**src/rtl/sfsr_pkg.sv**
```systemverilog
package sfsr_pkg;
    localparam logic [7:0] OPC_WR_EN      = 8'h06;
    localparam logic [7:0] OPC_WR_DIS     = 8'h04;
    localparam logic [7:0] OPC_RD_STAT    = 8'h05;
    localparam logic [7:0] OPC_WR_STAT    = 8'h01;
    localparam logic [7:0] OPC_PAGE_PROG  = 8'h02;
    localparam logic [7:0] OPC_SECT_ERASE = 8'h20;
    localparam logic [7:0] OPC_CHIP_ERASE = 8'hC7;

    typedef enum logic [1:0] {
        KIND_NONE = 2'd0,
        KIND_STAT = 2'd1,
        KIND_PE   = 2'd2
    } op_kind_e;
endpackage

```
**src/rtl/sfsr_spi_rx.sv**
```systemverilog
module sfsr_spi_rx #(
    parameter int ADDR_W = 24,
    parameter int BLK_W  = 3,
    localparam int FRAME_BITS = 8 + ADDR_W,
    localparam int BC_W = $clog2(FRAME_BITS + 1) + 1
) (
    input  logic             clk,
    input  logic             rst_n,
    input  logic             spi_cs_n,
    input  logic             spi_sclk,
    input  logic             spi_mosi,
    output logic             sclk_fall,
    output logic             frame_end,
    output logic             op_ready,
    output logic [7:0]       opcode,
    output logic [7:0]       dbyte,
    output logic [BLK_W-1:0] blk,
    output logic [BC_W-1:0]  bit_cnt
);
    typedef struct packed {
        logic              sclk_s;
        logic              cs_s;
        logic [BC_W-1:0]   cnt;
        logic [ADDR_W-2:0] shreg;
        logic [7:0]        opcode;
        logic [7:0]        dbyte;
        logic [BLK_W-1:0]  blk;
        logic              op_rdy;
        logic              fall;
        logic              fend;
    } rx_t;

    rx_t q, d;
    logic [ADDR_W-1:0] nbit;

    always_comb begin
        d        = q;
        d.sclk_s = spi_sclk;
        d.cs_s   = spi_cs_n;
        d.op_rdy = 1'b0;
        d.fall   = 1'b0;
        d.fend   = 1'b0;
        nbit     = {q.shreg, spi_mosi};
        if (spi_cs_n) begin
            if (!q.cs_s) d.fend = 1'b1;
        end else if (q.cs_s) begin
            d.cnt = '0;
        end else if (spi_sclk && !q.sclk_s) begin
            d.shreg = nbit[ADDR_W-2:0];
            if (q.cnt != '1) d.cnt = q.cnt + 1'b1;
            if (q.cnt == BC_W'(7)) begin
                d.opcode = nbit[7:0];
                d.op_rdy = 1'b1;
            end
            if (q.cnt == BC_W'(15)) d.dbyte = nbit[7:0];
            if (q.cnt == BC_W'(FRAME_BITS - 1)) d.blk = nbit[ADDR_W-1 -: BLK_W];
        end else if (!spi_sclk && q.sclk_s) begin
            d.fall = 1'b1;
        end
    end

    always_ff @(posedge clk or negedge rst_n) begin
        if (!rst_n) begin
            q        <= '0;
            q.cs_s   <= 1'b1;
        end else begin
            q <= d;
        end
    end

    assign sclk_fall = q.fall;
    assign frame_end = q.fend;
    assign op_ready  = q.op_rdy;
    assign opcode    = q.opcode;
    assign dbyte     = q.dbyte;
    assign blk       = q.blk;
    assign bit_cnt   = q.cnt;
endmodule

```
**src/rtl/sfsr_zone_map.sv**
```systemverilog
module sfsr_zone_map #(
    parameter int BLK_W = 3,
    localparam int NBLK = 1 << BLK_W
) (
    input  logic [2:0]       zone,
    input  logic [BLK_W-1:0] blk,
    output logic             hit
);
    int zi;

    always_comb begin
        zi  = int'(zone);
        hit = 1'b0;
        if (zi != 0) begin
            if (zi - 1 >= BLK_W) hit = 1'b1;
            else hit = (int'(blk) >= NBLK - (1 << (zi - 1)));
        end
    end
endmodule

```
**src/rtl/sfsr_stat_tx.sv**
```systemverilog
module sfsr_stat_tx (
    input  logic       clk,
    input  logic       rst_n,
    input  logic       spi_cs_n,
    input  logic       start,
    input  logic       sclk_fall,
    input  logic [7:0] status,
    output logic       spi_miso
);
    typedef struct packed {
        logic       active;
        logic [2:0] idx;
        logic [7:0] shreg;
    } tx_t;

    tx_t q, d;

    always_comb begin
        d = q;
        if (spi_cs_n) begin
            d.active = 1'b0;
            d.idx    = '0;
        end else if (start) begin
            d.active = 1'b1;
            d.idx    = '0;
            d.shreg  = '0;
        end else if (q.active && sclk_fall) begin
            if (q.idx == 3'd0) d.shreg = status;
            else d.shreg = {q.shreg[6:0], 1'b0};
            d.idx = q.idx + 3'd1;
        end
    end

    always_ff @(posedge clk or negedge rst_n) begin
        if (!rst_n) q <= '0;
        else q <= d;
    end

    assign spi_miso = q.active & q.shreg[7];

    // a new byte always starts from a fresh snapshot
    assert_byte_reload_R2: assert property (@(posedge clk) disable iff (!rst_n)
        (q.active && !spi_cs_n && !start && sclk_fall && q.idx == 3'd0) |=> (q.shreg == $past(status)));
endmodule

```
**src/rtl/sflash_status_ctrl.sv**
```systemverilog
module sflash_status_ctrl
    import sfsr_pkg::*;
#(
    parameter int         ADDR_W    = 24,
    parameter int         BLK_W     = 3,
    parameter int         CNT_W     = 16,
    parameter logic [2:0] INIT_ZONE = 3'b000,
    parameter logic       INIT_LOCK = 1'b0
) (
    input  logic             clk,
    input  logic             rst_n,
    input  logic             spi_cs_n,
    input  logic             spi_sclk,
    input  logic             spi_mosi,
    output logic             spi_miso,
    input  logic             hw_lock_n,
    input  logic [CNT_W-1:0] op_len,
    input  logic             tst_fail
);
    localparam int FRAME_BITS = 8 + ADDR_W;
    localparam int BC_W = $clog2(FRAME_BITS + 1) + 1;

    typedef struct packed {
        logic             busy;
        logic             wlatch;
        logic [2:0]       zone;
        logic             lock;
        logic             fail;
        op_kind_e         kind;
        logic [CNT_W-1:0] timer;
    } st_t;

    st_t q, d;

    logic             sclk_fall, frame_end, op_ready, zone_hit, hw_locked, rd_start;
    logic [7:0]       opcode, dbyte, stat;
    logic [BLK_W-1:0] blk;
    logic [BC_W-1:0]  bit_cnt;

    sfsr_spi_rx #(.ADDR_W(ADDR_W), .BLK_W(BLK_W)) rx_i (
        .clk(clk), .rst_n(rst_n), .spi_cs_n(spi_cs_n), .spi_sclk(spi_sclk),
        .spi_mosi(spi_mosi), .sclk_fall(sclk_fall), .frame_end(frame_end),
        .op_ready(op_ready), .opcode(opcode), .dbyte(dbyte), .blk(blk),
        .bit_cnt(bit_cnt)
    );

    sfsr_zone_map #(.BLK_W(BLK_W)) zmap_i (
        .zone(q.zone), .blk(blk), .hit(zone_hit)
    );

    assign stat     = {q.lock, 1'b0, q.fail, q.zone, q.wlatch, q.busy};
    assign rd_start = op_ready && (opcode == OPC_RD_STAT);

    sfsr_stat_tx tx_i (
        .clk(clk), .rst_n(rst_n), .spi_cs_n(spi_cs_n), .start(rd_start),
        .sclk_fall(sclk_fall), .status(stat), .spi_miso(spi_miso)
    );

    assign hw_locked = q.lock && !hw_lock_n;

    always_comb begin
        d = q;
        if (q.busy) begin
            if (q.timer == '0) begin
                d.busy   = 1'b0;
                d.wlatch = 1'b0;
                if (q.kind == KIND_PE) d.fail = tst_fail;
                d.kind   = KIND_NONE;
            end else begin
                d.timer = q.timer - 1'b1;
            end
        end else if (frame_end) begin
            unique case (opcode)
                OPC_WR_EN:  if (bit_cnt == BC_W'(8)) d.wlatch = 1'b1;
                OPC_WR_DIS: if (bit_cnt == BC_W'(8)) d.wlatch = 1'b0;
                OPC_WR_STAT: begin
                    if (bit_cnt == BC_W'(16) && q.wlatch && !hw_locked) begin
                        d.lock  = dbyte[7];
                        d.zone  = dbyte[4:2];
                        d.busy  = 1'b1;
                        d.kind  = KIND_STAT;
                        d.timer = op_len;
                    end
                end
                OPC_PAGE_PROG, OPC_SECT_ERASE: begin
                    if (q.wlatch && !zone_hit &&
                        ((opcode == OPC_PAGE_PROG  && bit_cnt >= BC_W'(FRAME_BITS)) ||
                         (opcode == OPC_SECT_ERASE && bit_cnt == BC_W'(FRAME_BITS)))) begin
                        d.busy  = 1'b1;
                        d.kind  = KIND_PE;
                        d.timer = op_len;
                    end
                end
                OPC_CHIP_ERASE: begin
                    if (bit_cnt == BC_W'(8) && q.wlatch && q.zone == 3'b000) begin
                        d.busy  = 1'b1;
                        d.kind  = KIND_PE;
                        d.timer = op_len;
                    end
                end
                default: ;
            endcase
        end
    end

    always_ff @(posedge clk or negedge rst_n) begin
        if (!rst_n) begin
            q      <= '0;
            q.zone <= INIT_ZONE;
            q.lock <= INIT_LOCK;
        end else begin
            q <= d;
        end
    end

    logic       busy_w, wlatch_w, lock_w, fail_w;
    logic [2:0] zone_w;
    assign busy_w   = q.busy;
    assign wlatch_w = q.wlatch;
    assign lock_w   = q.lock;
    assign fail_w   = q.fail;
    assign zone_w   = q.zone;

    assert_start_needs_latch_R5: assert property (@(posedge clk) disable iff (!rst_n)
        $rose(busy_w) |-> $past(wlatch_w));

    assert_latch_drops_at_end_R6: assert property (@(posedge clk) disable iff (!rst_n)
        $fell(busy_w) |-> !wlatch_w);

    assert_busy_freezes_status_R7: assert property (@(posedge clk) disable iff (!rst_n)
        busy_w |=> ($stable(lock_w) && $stable(zone_w)));

    assert_hw_lock_freeze_R9: assert property (@(posedge clk) disable iff (!rst_n)
        (lock_w && !hw_lock_n) |=> ($stable(lock_w) && $stable(zone_w)));

    assert_chip_erase_clear_zone_R10: assert property (@(posedge clk) disable iff (!rst_n)
        ($rose(busy_w) && $past(opcode) == OPC_CHIP_ERASE) |-> ($past(zone_w) == 3'b000));

    assert_fail_only_at_end_R12: assert property (@(posedge clk) disable iff (!rst_n)
        !$stable(fail_w) |-> $fell(busy_w));
endmodule

```
**config.mk**
```make
export PLATFORM = sky130hd
export DESIGN_NAME = sflash_status_ctrl
export DESIGN_NICKNAME = d
export VERILOG_FILES = /design/src/rtl/sfsr_pkg.sv /design/src/rtl/sfsr_spi_rx.sv /design/src/rtl/sfsr_zone_map.sv /design/src/rtl/sfsr_stat_tx.sv /design/src/rtl/sflash_status_ctrl.sv
export SDC_FILE = /design/constraint.sdc
export NUM_CORES = 1
export LEC_CHECK = 0
export BUFFER_PORTS_ARGS = -buffer_cell sky130_fd_sc_hd__buf_2
export CAP_MARGIN = 5
export CORE_ASPECT_RATIO = 1.1
export CORE_UTILIZATION = 52
export CTS_CLUSTER_DIAMETER = 30
export DETAILED_ROUTE_END_ITERATION = 10
export PLACE_DENSITY_LB_ADDON = 0.08
export SETUP_SLACK_MARGIN = 0.4
export SLEW_MARGIN = 20
export SYNTH_ARGS = -nofsm -noshare
export SYNTH_HDL_FRONTEND = slang
export SYNTH_SLANG_ARGS = --single-unit
```
**constraint.sdc**
```tcl
create_clock -name clk -period 4.1 [get_ports clk]
set_clock_uncertainty 0.15 [all_clocks]
set_input_delay 0.82 -clock clk [delete_from_list [all_inputs] [get_ports clk]]
set_output_delay 0.82 -clock clk [all_outputs]
set_load 0.01 [all_outputs]
```
==> results.cfg <==
[clock_tree]
clock_tree.root_cell = sky130_fd_sc_hd__clkbuf_8
holdBufCountCts = 0
clkSinkCount = 87
maximum_level_of_the_cts_h_tree = 3
clk_pin_slew_ps = 90
tritoncts_clock_tree = built
max-clock-path-buffers = 2
worstSkewPairLatency_ps = 350
cts-buffers-inserted = 9

[yosys]
synthDominantAreaCellType = sky130_fd_sc_hd__dfrtp_1
yosys_reg_bits = 87
post-synth-top-area-fraction_pct = 46.32
most_area_consuming_cells_after_synthesis = sky130_fd_sc_hd__dfrtp_1 46%, sky130_fd_sc_hd__nand2_1 8.9%, sky130_fd_sc_hd__mux2_2 4.1%
cells_after_synth = 489
syn_area_um2 = 4646
postSynthAreaPerCell_um2 = 9.500
yosysSeqAreaShare_pct = 46.89
share_of_synthesized_registers_carrying_an_async_set_or_reset_pct = 100.0
synth_ff_type = sky130_fd_sc_hd__dfrtp_1
synthesis.yosys.warnings = 0
synth_cell_type_count = 68
synth_enable_flop_cells = 0
synth_nets = 526

[grt]
globalRouteOverflowTotal = 0
number_of_antenna_violations_at_the_first_check_in_global_routing = 0
number_of_global_route_vias_before_repair = 3437
grt_pass1_wl_mm = 16.71
grt_usage_pct = 22.65
grt_max_degree = 43

[pwr]
power_switching_share_pct = 29.17
vdd_ir_drop_max_mv = 0.1880
sequentialPowerShare_pct = 54.6
p_clk_share_pct = 29.0
pd_cells_nw_per_um2 = 389.6
switching_power_summed_over_all_nets_mw = 0.5812
p_comb_share_pct = 16.4
cell_internal_pwr_mw = 1.411
standby_leakage_power_nw = 2.346

[critical_path]
cp-start-kind = register
rr_endpoint = q[8]
worst_path_cell_chain = inv_1 > ha_2 > nor3_1 > a21o_1 > nand2_1 > ha_1 > xnor2_1 > ha_1 > a21oi_2 > o221ai_1 > a311oi_2 > o21a_2 > a2bb2oi_4 > buf_12 > o221a_2
wp_data_required_ps = 4230
cp_top_family = compound AO/OA/AOI/OAI gates
setup.reg_to_reg.worst_slack_ps = 580
crit_buf_inv = 2
slowest_stage = sky130_fd_sc_hd__dfrtp_2
cp_data_arrival_time_ps = 3650
worst_setup_path_startpoint = zone_w[0]
critical_path_class = register to register
cpMostUsedCell = sky130_fd_sc_hd__ha_1
path_max_fanout = 12
worst_r2r_startpoint = zone_w[0]
crit_path_end_kind = register
r2r_cells = 15
critical_path.max_stage_delay_ps = 410

[timing]
setup_slack_of_the_critical_path_after_layout_ps = 584.7
max_slew.worst_pin.slew_ps = 957.6
max_slew_margin_pct = 36.16
max_freq_ghz = 0.2845
final_sum_of_negative_setup_slack_ps = 0
final_critical_period_ps = 3515
grt_setup_unrepaired = no
timing.final.max_slew_violations = 0
finalHoldViolCount = 0
min_period_over_period_pct = 85.74
setup_viol_count_final = 0

[run]
maxCapViolations = 0

[floorplan]
num_io_pins = 24
rows = 35
placeableCoreArea_um2 = 8539
floorplan.initialDensity_pct = 54.40
fp.dieH_um = 101.1
die_area_um2 = 9317
chip_width_um = 92.12

[finish]
drive_above_1_share_pct = 17.57
syn_to_final_growth_pct = 10.07
multi_input_comb_area_um2 = 2333
utilization_pct = 59.88
finalNetCount = 551
num-fill-cells = 755
postLayoutCellArea_um2 = 5114
final_cell_mix = 110 x sky130_fd_sc_hd__nand2_1, 85 x sky130_fd_sc_hd__dfrtp_1, 31 x sky130_fd_sc_hd__o21ai_0, 26 x sky130_fd_sc_hd__nor2_1, 22 x sky130_fd_sc_hd__buf_2
antenna_cells = 0
seq_area_um2 = 2180
mostFrequentLayoutCell = sky130_fd_sc_hd__nand2_1

[route]
post_drt_wl_per_cell_um = 15.48
drt_drc_violations_left = 0
ant_nets = 0
drtIter0Drc = 236
drt_wl_total_mm = 9.740
drt_first_pass_iters = 4
vias_per_cell = 5.766
vias = 3627

[placement]
gp_routability_congestion = 0.8412
hpwl_mm = 6.745
portBuffers = 23
placedInstanceArea_um2 = 4853
dp_worst_setup_slack_ps = 177.2

[outcome]
status = completed

[worst_hold_path]
hold_path.class = primary input to asynchronous set/reset pin
-- layout make-up --
class | instances | area share, %
clock inverters | 5 | 1.126
inverters | 15 | 1.101
flip-flops and latches | 87 | 42.62
well taps | 111 | 2.716
clock buffers | 10 | 2.496
multi-input cells | 366 | 45.63
repair buffers | 35 | 4.306
-- registers in the layout, indices dropped and copies added, names as in the netlist, 2 cells and up --
register and flops:
rx_i.q 2, q 18, tx_i.q 12, rx_i.blk 3, rx_i.bit_cnt 7, rx_i.nbit 23
rx_i.dbyte 4, zone_w 3, rx_i.opcode 8
-- worst max-delay path by stage --
stage,to,slack [ps],depth (start not counted)
after floorplan,q[1],720,15
after global placement,q[6],390,14
after detailed placement,q[13],180,14
after CTS,q[14],440,14
after global routing,q[1],350,15
final,q[8],580,15
-- power groups by stage --
stage	sequential [mW]	combinational, mW	clock (mW)
2_1_floorplan	1.06	0.271	0
3_3_place_gp	1.10	0.318	0
5_1_grt	1.11	0.369	0.624
4_1_cts	1.09	0.331	0.595
3_5_place_dp	1.10	0.326	0
6_report	1.09	0.328	0.577
-- cells by family (layout without fill, tap and decap cells) --
family / count (synthesis) / count (layout) / synth area share [%]
simple gates: 220 / 220 / 23.16
compound gates: 96 / 96 / 15.19
flops: 87 / 87 / 46.89
buf+inv: 36 / 65 / 3.178
mux: 21 / 21 / 4.982
xor+xnor: 15 / 15 / 2.828
fa+ha+maj: 14 / 14 / 3.771
-- cells in the mapped netlist (10+ instances only) --
cell                       count
sky130_fd_sc_hd__clkbuf_1     15
sky130_fd_sc_hd__a21oi_1      13
sky130_fd_sc_hd__nand2_1     110
sky130_fd_sc_hd__nor2_1       26
sky130_fd_sc_hd__mux2_2       17
sky130_fd_sc_hd__dfrtp_1      86
sky130_fd_sc_hd__xnor2_1      10
sky130_fd_sc_hd__nand3_1      11
sky130_fd_sc_hd__ha_1         14
sky130_fd_sc_hd__inv_1        15
sky130_fd_sc_hd__nand4_1      13
sky130_fd_sc_hd__o21ai_0      32
sky130_fd_sc_hd__nor3_1       11
-- what timing repair did --
action,in CTS,in global routing
setup endpoints to repair,17,19
gates resized for setup,3,3
pin swaps,1,1
setup buffers,2,5
-- metal layers --
layer  track usage [%]  share of wire (%)  wire length (um)  vias to the layer above
met4             8.293                1.2               121                        0
met3             3.228                2.2               213                        9
met2             35.71                 47              4548                       53
li1                  -                  -                 -                     1789
met1             32.14                 50              4857                     1776
met5                 0                  0                 0                        -
-- stage by stage --
| stage | total power [mW] | instances | hold slack, ps |
|---|---|---|---|
| 6_report | 1.992 | 629 | 292.1 |
| 5_1_grt | 2.100 | 629 | 331.6 |
| 4_1_cts | 2.012 | 624 | 300.3 |
| 3_5_place_dp | 1.430 | 607 | 305.8 |
| 3_3_place_gp | 1.419 | 607 | 298.7 |
| 2_1_floorplan | 1.332 | 489 | 288.5 |
No activity file was read; power rests on OpenSTA's default activity.
